<file path="src/rtl/pwrGuardPkg.sv">
package pwrGuardPkg;

  localparam int FLAG_N   = 3;
  localparam int FLAG_SW  = 0;
  localparam int FLAG_TRP = 1;
  localparam int FLAG_OK  = 2;

  typedef enum logic [1:0] {
    LVL_BATT   = 2'd0,
    LVL_LOW    = 2'd1,
    LVL_MARGIN = 2'd2,
    LVL_GOOD   = 2'd3
  } supplyLvl_t;

  typedef enum logic [1:0] {
    ST_PROT  = 2'd0,
    ST_RECOV = 2'd1,
    ST_RUN   = 2'd2
  } guardState_t;

  typedef struct packed {
    logic holdProt;
    logic battConnect;
  } ctrlStrobe_t;

endpackage

</file>
<file path="src/rtl/pwrGuardPath.sv">
module pwrGuardPath
  import pwrGuardPkg::*;
#(
  parameter int SYNC_STAGES = 2
) (
  input  logic              clk,
  input  logic              rstN,
  input  logic [FLAG_N-1:0] rawFlags,
  input  logic              hostCeN,
  input  logic              hostWeN,
  input  ctrlStrobe_t       strobe,
  output supplyLvl_t        lvl,
  output logic              belowTrip,
  output logic              wrProtect,
  output logic              memCeN,
  output logic              memWeN,
  output logic              outHiZ,
  output logic              battSel
);

  logic [FLAG_N-1:0] stageQ [SYNC_STAGES];
  logic [FLAG_N-1:0] syncFlags;

  always_ff @(posedge clk or negedge rstN) begin
    if (!rstN) begin
      for (int s = 0; s < SYNC_STAGES; s++) stageQ[s] <= '0;
    end else begin
      stageQ[0] <= rawFlags;
      for (int s = 1; s < SYNC_STAGES; s++) stageQ[s] <= stageQ[s-1];
    end
  end

  assign syncFlags = stageQ[SYNC_STAGES-1];

  // lowest cleared flag wins, so inconsistent patterns fall to the lower level
  always_comb begin
    if (!syncFlags[FLAG_SW])       lvl = LVL_BATT;
    else if (!syncFlags[FLAG_TRP]) lvl = LVL_LOW;
    else if (!syncFlags[FLAG_OK])  lvl = LVL_MARGIN;
    else                           lvl = LVL_GOOD;
  end

  assign belowTrip = (lvl == LVL_BATT) || (lvl == LVL_LOW);

  // immediate gating on the synchronized level, ahead of the state register
  assign wrProtect = strobe.holdProt | belowTrip;
  assign memCeN    = hostCeN | wrProtect;
  assign memWeN    = hostWeN | wrProtect;
  assign outHiZ    = wrProtect | hostCeN | ~hostWeN;
  assign battSel   = strobe.battConnect;

endmodule

</file>
<file path="src/rtl/pwrGuardCtrl.sv">
module pwrGuardCtrl
  import pwrGuardPkg::*;
#(
  parameter int RECOV_CYCLES = 6250000
) (
  input  logic        clk,
  input  logic        rstN,
  input  logic        sealClrN,
  input  supplyLvl_t  lvl,
  input  logic        belowTrip,
  output ctrlStrobe_t strobe,
  output logic        sealArmed
);

  localparam int CNT_W = $clog2(RECOV_CYCLES + 1);
  localparam logic [CNT_W-1:0] CNT_LAST = CNT_W'(RECOV_CYCLES - 1);

  guardState_t state, stateNext;
  logic [CNT_W-1:0] holdCnt, holdCntNext;
  logic lvlGood;
  logic battReg;

  assign lvlGood = (lvl == LVL_GOOD);

  always_comb begin
    stateNext   = state;
    holdCntNext = holdCnt;
    unique case (state)
      ST_RUN: begin
        if (belowTrip) stateNext = ST_PROT;
      end
      ST_PROT: begin
        if (lvlGood) begin
          stateNext   = ST_RECOV;
          holdCntNext = '0;
        end
      end
      ST_RECOV: begin
        if (!lvlGood)                 stateNext = ST_PROT;
        else if (holdCnt == CNT_LAST) stateNext = ST_RUN;
        else                          holdCntNext = holdCnt + CNT_W'(1);
      end
      default: stateNext = ST_PROT;
    endcase
  end

  always_ff @(posedge clk or negedge rstN) begin
    if (!rstN) begin
      state   <= ST_PROT;
      holdCnt <= '0;
      battReg <= 1'b0;
    end else begin
      state   <= stateNext;
      holdCnt <= holdCntNext;
      battReg <= sealArmed && (lvl == LVL_BATT);
    end
  end

  // seal survives ordinary reset; only the factory clear restores it
  always_ff @(posedge clk or negedge sealClrN) begin
    if (!sealClrN)    sealArmed <= 1'b0;
    else if (lvlGood) sealArmed <= 1'b1;
  end

  assign strobe.holdProt    = (state != ST_RUN);
  assign strobe.battConnect = battReg;

  AST_TRIP_PROTECTS: assert property (@(posedge clk) disable iff (!rstN)
    belowTrip |=> (state != ST_RUN));

  AST_RELEASE_NEEDS_GOOD: assert property (@(posedge clk) disable iff (!rstN)
    $rose(state == ST_RUN) |-> $past(lvl == LVL_GOOD));

  AST_DIP_RESTARTS: assert property (@(posedge clk) disable iff (!rstN)
    (state == ST_RECOV && !lvlGood) |=> (state == ST_PROT));

  AST_SEAL_STICKY: assert property (@(posedge clk) disable iff (!sealClrN)
    sealArmed |=> sealArmed);

  AST_BATT_NEEDS_SEAL: assert property (@(posedge clk) disable iff (!rstN || !sealClrN)
    battReg |-> $past(sealArmed));

endmodule

</file>
<file path="src/rtl/pwrGuard.sv">
module pwrGuard
  import pwrGuardPkg::*;
#(
  parameter int RECOV_CYCLES = 6250000,
  parameter int SYNC_STAGES  = 2
) (
  input  logic clk,
  input  logic rstN,
  input  logic sealClrN,
  input  logic supOk,
  input  logic supTrip,
  input  logic supSwitch,
  input  logic hostCeN,
  input  logic hostWeN,
  output logic wrProtect,
  output logic memCeN,
  output logic memWeN,
  output logic outHiZ,
  output logic battSel,
  output logic sealArmed
);

  ctrlStrobe_t strobe;
  supplyLvl_t  lvl;
  logic        belowTrip;
  logic [FLAG_N-1:0] rawFlags;

  always_comb begin
    rawFlags           = '0;
    rawFlags[FLAG_SW]  = supSwitch;
    rawFlags[FLAG_TRP] = supTrip;
    rawFlags[FLAG_OK]  = supOk;
  end

  pwrGuardPath #(.SYNC_STAGES(SYNC_STAGES)) uPath (
    .clk(clk), .rstN(rstN), .rawFlags(rawFlags),
    .hostCeN(hostCeN), .hostWeN(hostWeN), .strobe(strobe),
    .lvl(lvl), .belowTrip(belowTrip), .wrProtect(wrProtect),
    .memCeN(memCeN), .memWeN(memWeN), .outHiZ(outHiZ), .battSel(battSel)
  );

  pwrGuardCtrl #(.RECOV_CYCLES(RECOV_CYCLES)) uCtrl (
    .clk(clk), .rstN(rstN), .sealClrN(sealClrN),
    .lvl(lvl), .belowTrip(belowTrip),
    .strobe(strobe), .sealArmed(sealArmed)
  );

endmodule

</file>
<file path="config.mk">
export PLATFORM = sky130hd
export DESIGN_NAME = pwrGuard
export DESIGN_NICKNAME = d
export VERILOG_FILES = /design/src/rtl/pwrGuardPkg.sv /design/src/rtl/pwrGuardPath.sv /design/src/rtl/pwrGuardCtrl.sv /design/src/rtl/pwrGuard.sv
export SDC_FILE = /design/constraint.sdc
export NUM_CORES = 1
export LEC_CHECK = 0
export ABC_AREA = 1
export BUFFER_PORTS_ARGS = -buffer_cell sky130_fd_sc_hd__buf_2
export CORE_ASPECT_RATIO = 1.25
export CORE_MARGIN = 2
export CORE_UTILIZATION = 64
export DETAILED_ROUTE_END_ITERATION = 8
export GPL_TIMING_DRIVEN = 0
export PLACE_DENSITY = 0.93
export SYNTH_ARGS = -nofsm -noshare
export SYNTH_HDL_FRONTEND = slang
export SYNTH_SLANG_ARGS = --single-unit
</file>
<file path="constraint.sdc">
create_clock -name clk -period 3.7 [get_ports clk]
set_input_delay 0.74 -clock clk [delete_from_list [all_inputs] [get_ports clk]]
set_output_delay 0.74 -clock clk [all_outputs]
set_load 0.03 [all_outputs]
</file>
* Word-level counts from Yosys, hierarchy flattened
Cells that the tools add are included.
Storage, ports and cells: output and inout port bits 6, bits in registers 33, logic and storage cells 42, input bits 8
Operators by class: bitwise operators 5, muxes and demuxes 12, eq/ne operators 11, reduce and logical (&&, ||, !) cells 7, add/subtract/negate cells 1
Operators by type and width (count):
- 23-bit 2-to-1 mux | 3
- 23-bit case mux with 2 select lines | 1
- 23-bit by 1-bit adder with 23-bit output (second input constant) | 1
- 23-bit == test (second input constant) | 1
- 2-bit 2-to-1 mux | 6
- 2-bit != test (second input constant) | 3
- 2-bit case mux with 3 select lines | 1
- 2-bit by 1-bit == test with 1-bit output (second input constant) | 2
- 2-bit == test (second input constant) | 2
- 2-bit logical NOT | 2
- 2-bit by 1-bit != test with 1-bit output (second input constant) | 2
- 1-bit bitwise OR | 4
- 4-bit AND reduction | 1
- 3-bit != test (second input constant) | 1
- 3-bit AND reduction | 1
- 2-bit nonzero test | 1
- 1-bit logical AND | 1
- 1-bit logical OR | 1
- 1-bit 2-to-1 mux | 1
- 1-bit inverter | 1

* Logic depth before layout (Yosys ltp)
Gate-level depths: netlist of the first run.
depth after elaboration 8, mapped depth 9, mapped depth without buffers 9

* By module
A second synthesis of the first run with hierarchy kept.
Unflattened totals: cell total of the unflattened synthesis 289, area, all modules 1985.7 um2
Modules (own cells, without submodules):
- pwrGuardCtrl | cells each 271, sequential area each 675.6 um2, area an instance 1771.7 um2, instances 1
- pwrGuardPath | cells each 18, sequential area each 150.1 um2, area an instance 214.0 um2, instances 1

* Worst setup path before layout of the first run
Ideal clock, no wire load.
kind reg-to-output, start point reg uCtrl.state[0], end point out memWeN, cell stages (with the launch flop) 4, path buffers 0, arrival 1323 ps, setup slack 1637 ps, required time 2960 ps, cells stage by stage dfrtp_1 > nor3_1 > inv_1 > or2_2
Between the ends: cells in the longest elaborated chain, start to end 3
Ends and longest elaborated chain:
- from (decl) | RTL line pwrGuardCtrl.sv:18 | guardState_t state, stateNext;
- from (signal assigned) | RTL line pwrGuardCtrl.sv:53 | state <= stateNext;
- 2-bit != test | RTL line pwrGuardCtrl.sv:65 | assign strobe.holdProt = (state != ST_RUN);
- 1-bit bitwise OR | RTL line pwrGuardPath.sv:46 | assign wrProtect = strobe.holdProt | belowTrip;
- net wrProtect | RTL line pwrGuard.sv:15 | output logic wrProtect,
- 1-bit bitwise OR | RTL line pwrGuardPath.sv:48 | assign memWeN = hostWeN | wrProtect;
- to (decl) | RTL line pwrGuard.sv:17 | output logic memWeN,
The timed path passes the listed nets, and every way through them passes these cells.

* Worst setup path after layout of the first run
start point reg uCtrl.state[1], end point out memWeN
Between the ends: cells in the longest elaborated chain, start to end 3
Ends and longest elaborated chain (RTL line):
- 2-bit != test | pwrGuardCtrl.sv:65
- 1-bit bitwise OR | pwrGuardPath.sv:46
- 1-bit bitwise OR | pwrGuardPath.sv:48
Every way passes these cells.

==> run_results.csv, run 1 <==
group,metric,value,unit
clock_network,cts_hold_buf,0,
clock_network,htreeDepth,2,
critical_path,crit_path_start,"uCtrl.state[1]",
global_routing,gr-total-overflow,0,
power,p_int,0.464,mW
critical_path,critPathLaunchType,"flop",
sta,max_freq,405,MHz
clock_network,clk_latency,0.34,ns
critical_path,setup.worst_path.class,"reg2out",
logic_synthesis,synth.ff_latch_count,33,
die,dieArea,0.00347,mm^2
final_layout,final_common_cell,"nand2_1",
critical_path,worst-path-max-fanout,4,
clock_network,cts_setup_buffers,0,
die,die_x,53.1,um
sta,worst_slew_pin_slew,0.677,ns
final_layout,num-nets-final,307,
critical_path,worstPathRequired,2.96,ns
final_layout,fillers,258,
clock_network,cts_buffers,5,
global_routing,antenna_found_initial,0,
global_routing,grt_max_degree,33,
final_layout,area_growth,8.56,%
global_routing,grt_use_total,29.9,%
detailed_routing,route.vias.total,1777,
placed_design,dp_cells,327,
sta,timing.slew.headroom,54.8,%
die,io_pins,14,
critical_path,critical-path-max-stage-delay,0.39,ns
sta,min_period_over_period,66.8,%
placed_design,dp_hpwl,3.24,mm
sta,setup_viol,0,
critical_path,r2r_slack,1.82,ns
sta,final_hold_viol_count,0,
detailed_routing,wire_per_inst,12.9,um
sta,period_needed,2.47,ns
final_layout,fin_cells,334,
power,cellPowerDensity,289,mW/mm^2
global_routing,grt_pass1_wl,7.49,mm
critical_path,r2r_start,"uCtrl.holdCnt[0]",
final_layout,multi_input_comb_area,978,um^2
power,swShare,23.5,%
logic_synthesis,syn-cell-area,0.00193,mm^2
job,maxCapViolations,0,
power,seq_power_share,61.0,%
logic_synthesis,ys_warn_count,0,
final_layout,drive_gt1_share,10.4,%
final_layout,n_antenna_cell,0,
clock_network,ctsResizeCount,0,
clock_network,cts.sinks,33,
power,combPwrFrac,4.8,%
logic_synthesis,synth_cell_type_count,22,
clock_network,clockBufferDepth,2,
critical_path,rr_endpoint,"uCtrl.holdCnt[8]",
sta,final.setup.worst_slack,1.23,ns
die,start_util,66.1,%
detailed_routing,wirelength,4.29,mm
logic_synthesis,ys_seq_area_share,42.8,%
critical_path,crit_end,"memWeN",
power,vdd_drop_max,0.000296,V
sta,rsz0062_at_grt,"no",
status,outcome,"finished, final reports clean",
detailed_routing,drt-vias-per-instance,5.32,
power,p_leak,0.909,nW
worst_hold_path,hp-class,"in2async",
detailed_routing,ant_nets,0,
power,p_clk_share,34.2,%
sta,drv_slew,0,
detailed_routing,post-route-drc-count,0,
logic_synthesis,netlist_instances,278,
die,core,0.00292,mm^2
clock_network,cts_tree,"done",
detailed_routing,drt_iter0_markers,63,
critical_path,arrival,1.73,ns
sta,skew,0.0127,ns
final_layout,final_cell_mix,"104 x nand2_1, 49 x nor2_1, 33 x dfrtp_1, 27 x nand3_1, 21 x inv_1",
logic_synthesis,avgSynthCellArea,6.94,um^2
final_layout,ff_latch_area,826,um^2
die,num_rows,22,
die,die_h,65.4,um
global_routing,grt_pass1_vias,1734,
critical_path,endpoint_kind,"output pin",
placed_design,gp_congestion,0.938,
clock_network,cts_root_buf,"clkbuf_4",
detailed_routing,dr.pass1.iters,4,
critical_path,crit_path_cell_trace,"inv_1 > nor3_1 > inv_1 > or2_2 > buf_2",
critical_path,cpMostUsedCell,"inv_1",
clock_network,clk_pin_slew,0.10,ns
placed_design,preCtsSetupSlack,1.61,ns
placed_design,port_buffers,13,
logic_synthesis,syn_nets,287,
critical_path,r2r_cells,8,
power,p_sw,0.142,mW
critical_path,crit_slowest_cell,"dfrtp_1",
sta,tns,0,ns
-- cells in the mapped netlist --
master / count / share of area (%)
nand2_1: 104 / 20
nor2_1: 49 / 9.5
dfrtp_1: 33 / 43
nand3_1: 27 / 7.0
inv_1: 21 / 4.1
o21ai_0: 12 / 3.1
xor2_1: 12 / 5.4
buf_6: 3 / 1.8
nand4_1: 3 / 0.97
nor2_2: 2 / 0.65
and2_1: 1 / 0.32
buf_2: 1 / 0.26
clkinv_1: 1 / 0.19
ha_1: 1 / 0.65
inv_2: 1 / 0.19
nand2_2: 1 / 0.32
nand3_2: 1 / 0.52
nor3_1: 1 / 0.26
nor3_2: 1 / 0.52
o21ai_2: 1 / 0.45
o21bai_1: 1 / 0.39
or2_2: 1 / 0.32
-- state kept, by name (all words and copies together) (netlist names) --
name	count
uCtrl.battReg	1
uCtrl.holdCnt	23
uCtrl.sealArmed	1
uCtrl.state	2
uPath.stageQ	3
uPath.syncFlags	3
-- worst min-delay path by stage --
stage                    endpoint       startpoint
5_1_grt           uCtrl.sealArmed         sealClrN
2_1_floorplan  uPath.syncFlags[0]  uPath.stageQ[3]
6_report          uCtrl.sealArmed         sealClrN
3_3_place_gp   uPath.syncFlags[1]  uPath.stageQ[4]
4_1_cts           uCtrl.sealArmed         sealClrN
3_5_place_dp   uPath.syncFlags[0]  uPath.stageQ[3]
-- kinds of logic after synthesis --
| logic type | synth area share [%] |
|---|---|
| DFF | 42.8 |
| buffers and inverters | 6.48 |
| adders and majority gates | 0.648 |
| AOI/OAI and AO/OA | 3.96 |
| xor gates and xnor gates | 5.45 |
| and+or+nand+nor | 40.7 |
-- cell type report --
| class | count | area share [%] |
|---|---|---|
| sequential | 33 | 39.4 |
| tap | 36 | 2.15 |
| inverter | 23 | 4.12 |
| clock buffer | 7 | 2.63 |
| timing repair buffer | 13 | 3.11 |
| multi-input combinational | 218 | 46.7 |
| buffer | 4 | 1.85 |
-- power groups by stage --
stage / clock, mW / combinational, mW / sequential, mW
after floorplan: 0 / 0.0132 / 0.378
after global placement: 0 / 0.0291 / 0.377
after detailed placement: 0 / 0.0297 / 0.377
after CTS: 0.212 / 0.0298 / 0.370
after global routing: 0.231 / 0.0333 / 0.371
final: 0.207 / 0.0292 / 0.370
-- critical path, delay by kind of cell, from the launching register on --
family / cells / cell delay (ns)
DFF: 1 / 0.39
and+or+nand+nor: 2 / 0.67
buffers and inverters: 3 / 0.32
-- stage by stage --
stage	hold WS, ns	instance area (um^2)	power (mW)	utilization [%]
after floorplan	0.331	1930	0.391	-
after global placement	0.334	2040	0.406	69.9
after detailed placement	0.339	2040	0.407	69.9
after CTS	0.137	2090	0.612	71.8
after global routing	0.120	2090	0.635	71.8
final	0.148	2090	0.606	71.8
-- per-layer routing --
layer	routed length, um	GRT usage [%]
met1	1830	36.3
met2	2130	47.5
met3	202	6.59
met4	131	18.3
met5	0	0
Power figures use the tool's default switching activity.
==> run 2: changes to the inputs <==
Settings changed: CORE_UTILIZATION 64 to 54, PLACE_DENSITY 0.93 to 0.84.
Clock period 3.7 ns to 1.99 ns, I/O delays scaled along.
==> run_results.csv, run 2 (synthesized netlist as in run 1, its figures left out) <==
group,metric,value,unit
final_layout,regMostFlops,"uCtrl.holdCnt",
power,cellPowerDensity,646,mW/mm^2
global_routing,grt_use_total,25.7,%
sta,period_needed,1.90,ns
job,maxCapViolations,0,
worst_hold_path,hp-class,"in2async",
clock_network,cts.sinks,33,
clock_network,clk_pin_slew,0.07,ns
global_routing,grt.busiest_layer,"met2",
clock_network,cts_tree,"done",
final_layout,final_common_cell,"nand2_1",
final_layout,fin_cells,339,
critical_path,r2r_cells,8,
die,io_pins,14,
power,vdd_drop_max,0.000594,V
placed_design,gp_congestion,0.897,
clock_network,cts_buffers,5,
clock_network,clockBufferDepth,2,
sta,drv_slew,0,
global_routing,grt_use_met1,32.2,%
detailed_routing,post-route-drc-count,0,
global_routing,grt_pass1_vias,1783,
critical_path,worst-path-max-fanout,4,
critical_path,endpoint_kind,"output pin",
clock_network,htreeDepth,2,
critical_path,setup.worst_path.class,"reg2out",
die,core,0.00345,mm^2
global_routing,gr-total-overflow,0,
detailed_routing,drt_iter0_markers,87,
sta,final_hold_viol_count,0,
critical_path,critPathLaunchType,"flop",
final_layout,fillers,304,
sta,setup_viol,0,
sta,worst_slew_pin_slew,0.722,ns
final_layout,final_cell_mix,"104 x nand2_1, 49 x nor2_1, 33 x dfrtp_1, 27 x nand3_1, 21 x inv_1",
sta,timing.slew.headroom,51.9,%
detailed_routing,drt-vias-per-instance,5.34,
placed_design,dp_hpwl,3.32,mm
global_routing,use_met3,5.48,%
power,p_leak,0.939,nW
final_layout,largest_reg_flops,23,
detailed_routing,wire_per_inst,13.5,um
final_layout,n_antenna_cell,0,
final_layout,area_growth,13.4,%
die,start_util,55.9,%
sta,max_freq,525,MHz
global_routing,met2_usage,43.2,%
die,num_rows,24,
final_layout,drive_gt1_share,11.7,%
detailed_routing,ant_nets,0,
detailed_routing,route.vias.total,1809,
global_routing,antenna_found_initial,0,
detailed_routing,wirelength,4.56,mm
die,dieArea,0.00407,mm^2
final_layout,num-nets-final,308,
clock_network,cts_root_buf,"clkbuf_8",
sta,worst_hold_slack,0.164,ns
critical_path,arrival,1.51,ns
die,die_h,70.8,um
sta,min_period_over_period,95.7,%
status,outcome,"finished, final reports clean",
die,die_x,57.5,um
global_routing,grt_max_degree,33,
sta,skew,0.00345,ns
placed_design,dp_cells,330,
placed_design,port_buffers,13,
clock_network,clk_latency,0.29,ns
global_routing,grt_pass1_wl,8.06,mm
detailed_routing,dr.pass1.iters,4,
critical_path,worstPathRequired,1.59,ns
==> run 2: metrics by stage <==
step	utilization, %	setup slack (ns)	power (mW)	instance area [um^2]	setup TNS [ns]
floorplan	-	0.269	0.726	1930	0
global placement	59.2	0.129	0.757	2040	0
detailed placement	59.2	0.104	0.758	2040	0
CTS	63.1	0.0387	1.42	2180	0
global route	63.3	-0.00126	1.45	2190	-0.00126
finish	63.3	0.0851	1.41	2190	0
==> run 2: what timing repair did <==
item	4_1_cts	5_1_grt
buffers inserted	0	0
resized for setup	1	2
hold endpoints to repair	1	0
hold buffers	1	0
setup endpoints to repair	1	11
==> run 2: final timing paths <==
kind                                  startpoint                  to  slack [ns]
worst max-delay path              uCtrl.state[1]              memWeN        0.09
worst min-delay path                        rstN     uPath.stageQ[3]        0.16
worst max register to register  uCtrl.holdCnt[0]    uCtrl.holdCnt[6]        0.12
worst min register to register   uPath.stageQ[4]  uPath.syncFlags[1]        0.35
max in group asynchronous                   rstN   uCtrl.holdCnt[20]        1.36
min in group clk                       supSwitch     uPath.stageQ[3]        0.22
==> run 2: report_power, final <==
part,leakage (nW),switching [mW],internal [mW]
clock network,0.0574,0.259,0.407
logic,0.442,0.0414,0.0166
registers,0.439,0.00792,0.681
total,0.939,0.308,1.10
==> run 2: final cells by class <==
| cell class | instances | area (um^2) | share of cell area [%] |
|---|---|---|---|
| buffer | 4 | 38.8 | 1.77 |
| sequential | 33 | 826 | 37.8 |
| tap | 39 | 48.8 | 2.23 |
| inverter | 23 | 86.3 | 3.95 |
| multi-input combinational | 218 | 992 | 45.4 |
| clock buffer | 6 | 82.6 | 3.78 |
| clock inverter | 2 | 37.5 | 1.72 |
| timing repair buffer | 14 | 75.1 | 3.43 |
==> run 2: metal layers <==
layer	wire length, um	vias up
met1	1920	837
met4	116	0
met5	0	-
met2	2320	49
li1	-	911
met3	210	12
==> run 2: critical path, stage by stage (launching register included) <==
cell	delay, ns
dfrtp_1	0.39
inv_1	0.08
nor3_4	0.22
inv_1	0.08
or2_2	0.27
buf_2	0.18
==> run 3: changes to the inputs <==
Settings changed: GPL_TIMING_DRIVEN 0 to unset.
==> run_results.csv, run 3 (synthesized netlist as in run 1, its figures left out) <==
group,metric,value,unit
sta,skew,0.00904,ns
clock_network,clockBufferDepth,2,
critical_path,crit_slowest_cell,"dfrtp_1",
clock_network,cts_tree,"done",
critical_path,worstPathRequired,1.59,ns
power,cellPowerDensity,646,mW/mm^2
detailed_routing,drt_iter0_markers,73,
clock_network,cts_root_buf,"clkbuf_8",
final_layout,final_common_cell,"nand2_1",
sta,tns,0,ns
clock_network,cts.sinks,33,
sta,max_freq,543,MHz
critical_path,cp.depth,4,
sta,timing.slew.headroom,54.4,%
sta,worst_slew_pin_slew,0.683,ns
detailed_routing,post-route-drc-count,0,
final_layout,n_antenna_cell,0,
final_layout,area_growth,12.5,%
final_layout,drive_gt1_share,11.3,%
clock_network,clk_pin_slew,0.07,ns
sta,period_needed,1.84,ns
critical_path,crit_path_cell_trace,"nor3_2 > inv_1 > or2_2 > buf_2",
critical_path,crit_path_start,"uCtrl.state[0]",
sta,final_hold_viol_count,0,
global_routing,grt_max_degree,33,
critical_path,setup.worst_path.class,"reg2out",
critical_path,critPathBufInv,2,
critical_path,arrival,1.45,ns
final_layout,num-nets-final,308,
die,die_h,70.8,um
job,maxCapViolations,0,
final_layout,regMostFlops,"uCtrl.holdCnt",
critical_path,rr_endpoint,"uCtrl.holdCnt[19]",
global_routing,grt_use_total,23.5,%
critical_path,critPathLaunchType,"flop",
power,p_clk_share,47.2,%
status,outcome,"finished, final reports clean",
critical_path,worst-path-max-fanout,3,
power,p_leak,0.936,nW
power,vdd_drop_max,0.000669,V
sta,min_period_over_period,92.6,%
final_layout,multi_input_comb_area,983,um^2
sta,rsz0062_at_grt,"no",
power,swShare,21.3,%
detailed_routing,drt-vias-per-instance,5.07,
placed_design,port_buffers,13,
power,seq_power_share,49.1,%
critical_path,path_delay_family,"simple AND/OR/NAND/NOR gates",
final_layout,largest_reg_flops,23,
sta,worst_hold_slack,0.133,ns
clock_network,cts_buffers,5,
detailed_routing,wire_per_inst,12.1,um
die,num_rows,24,
global_routing,antenna_found_initial,0,
final_layout,fillers,291,
detailed_routing,wirelength,4.09,mm
die,core,0.00345,mm^2
power,p_sw,0.298,mW
placed_design,dp_hpwl,2.97,mm
critical_path,endpoint_kind,"output pin",
sta,drv_slew,0,
global_routing,gr-total-overflow,0,
detailed_routing,ant_nets,0,
placed_design,gp_congestion,0.966,
final_layout,final_cell_mix,"104 x nand2_1, 49 x nor2_1, 33 x dfrtp_1, 27 x nand3_1, 21 x inv_1",
detailed_routing,dr.pass1.iters,5,
critical_path,r2r_cells,7,
final_layout,ff_latch_area,826,um^2
clock_network,clk_latency,0.30,ns
die,dieArea,0.00407,mm^2
global_routing,grt_pass1_wl,7.32,mm
detailed_routing,route.vias.total,1719,
critical_path,r2r_slack,0.21,ns
critical_path,r2r_start,"uCtrl.holdCnt[0]",
critical_path,critical-path-max-stage-delay,0.41,ns
worst_hold_path,hp-class,"in2async",
power,power,1.40,mW
die,start_util,55.9,%
die,io_pins,14,
die,die_x,57.5,um
clock_network,htreeDepth,2,
critical_path,crit_end,"memWeN",
global_routing,grt_pass1_vias,1717,
power,p_int,1.10,mW
sta,setup_viol,0,
power,combPwrFrac,3.7,%
-- run 3: cell count changes in the layout (fill, tap and decap cells not counted) --
cell	delta
buf_2	-1
buf_4	+4
buf_6	-3
ha_1	+1
ha_2	-1
nor3_2	+1
nor3_4	-1
-- run 3: layout make-up --
cell class / instances / share of cell area, %
Multi-Input combinational cell: 218 / 45.3
Sequential cell: 33 / 38.1
Timing Repair Buffer: 18 / 4.84
Inverter: 23 / 3.98
Clock buffer: 6 / 3.81
Tap cell: 39 / 2.25
Clock inverter: 2 / 1.73
-- run 3: stage by stage --
stage | util (%) | instances | setup WS (ns) | instance area, um^2
after floorplan | - | 278 | 0.269 | 1930
after global placement | 58.9 | 330 | 0.342 | 2030
after detailed placement | 58.9 | 330 | 0.238 | 2030
after CTS | 62.7 | 339 | 0.0763 | 2160
after global routing | 62.8 | 339 | 0.0248 | 2170
final | 62.8 | 339 | 0.147 | 2170
-- run 3: per-layer routing --
metal,up-vias,part of all wire (%),global-route usage (%)
li1,909,-,-
met1,760,44,28.8
met2,42,50,38.8
met3,8,3.6,3.84
met4,0,2.2,13.2
met5,-,0,0
-- run 3: power by group through the flow --
stage	logic [mW]	registers, mW	clock network (mW)
3_3_place_gp	0.0504	0.700	0
2_1_floorplan	0.0245	0.702	0
6_report	0.0519	0.688	0.661
5_1_grt	0.0617	0.689	0.694
3_5_place_dp	0.0514	0.701	0
4_1_cts	0.0531	0.688	0.673
-- run 3: repair_timing --
item | in CTS | in global routing
gates resized for setup | 0 | 1
setup buffers | 0 | 0
hold buffers | 1 | 0
hold endpoints to repair | 1 | 0
setup endpoints to repair | 0 | 1
-- run 3: worst min path at each step --
stage / from / to / slack (ns) / cells past startpoint
finish: rstN / uCtrl.battReg / 0.13 / 1
CTS: rstN / uCtrl.battReg / 0.16 / 1
global placement: sealClrN / uCtrl.sealArmed / 0.17 / 1
detailed placement: sealClrN / uCtrl.sealArmed / 0.17 / 1
floorplan: rstN / uCtrl.battReg / 0.10 / 0
global route: supSwitch / uPath.stageQ[3] / 0.20 / 1
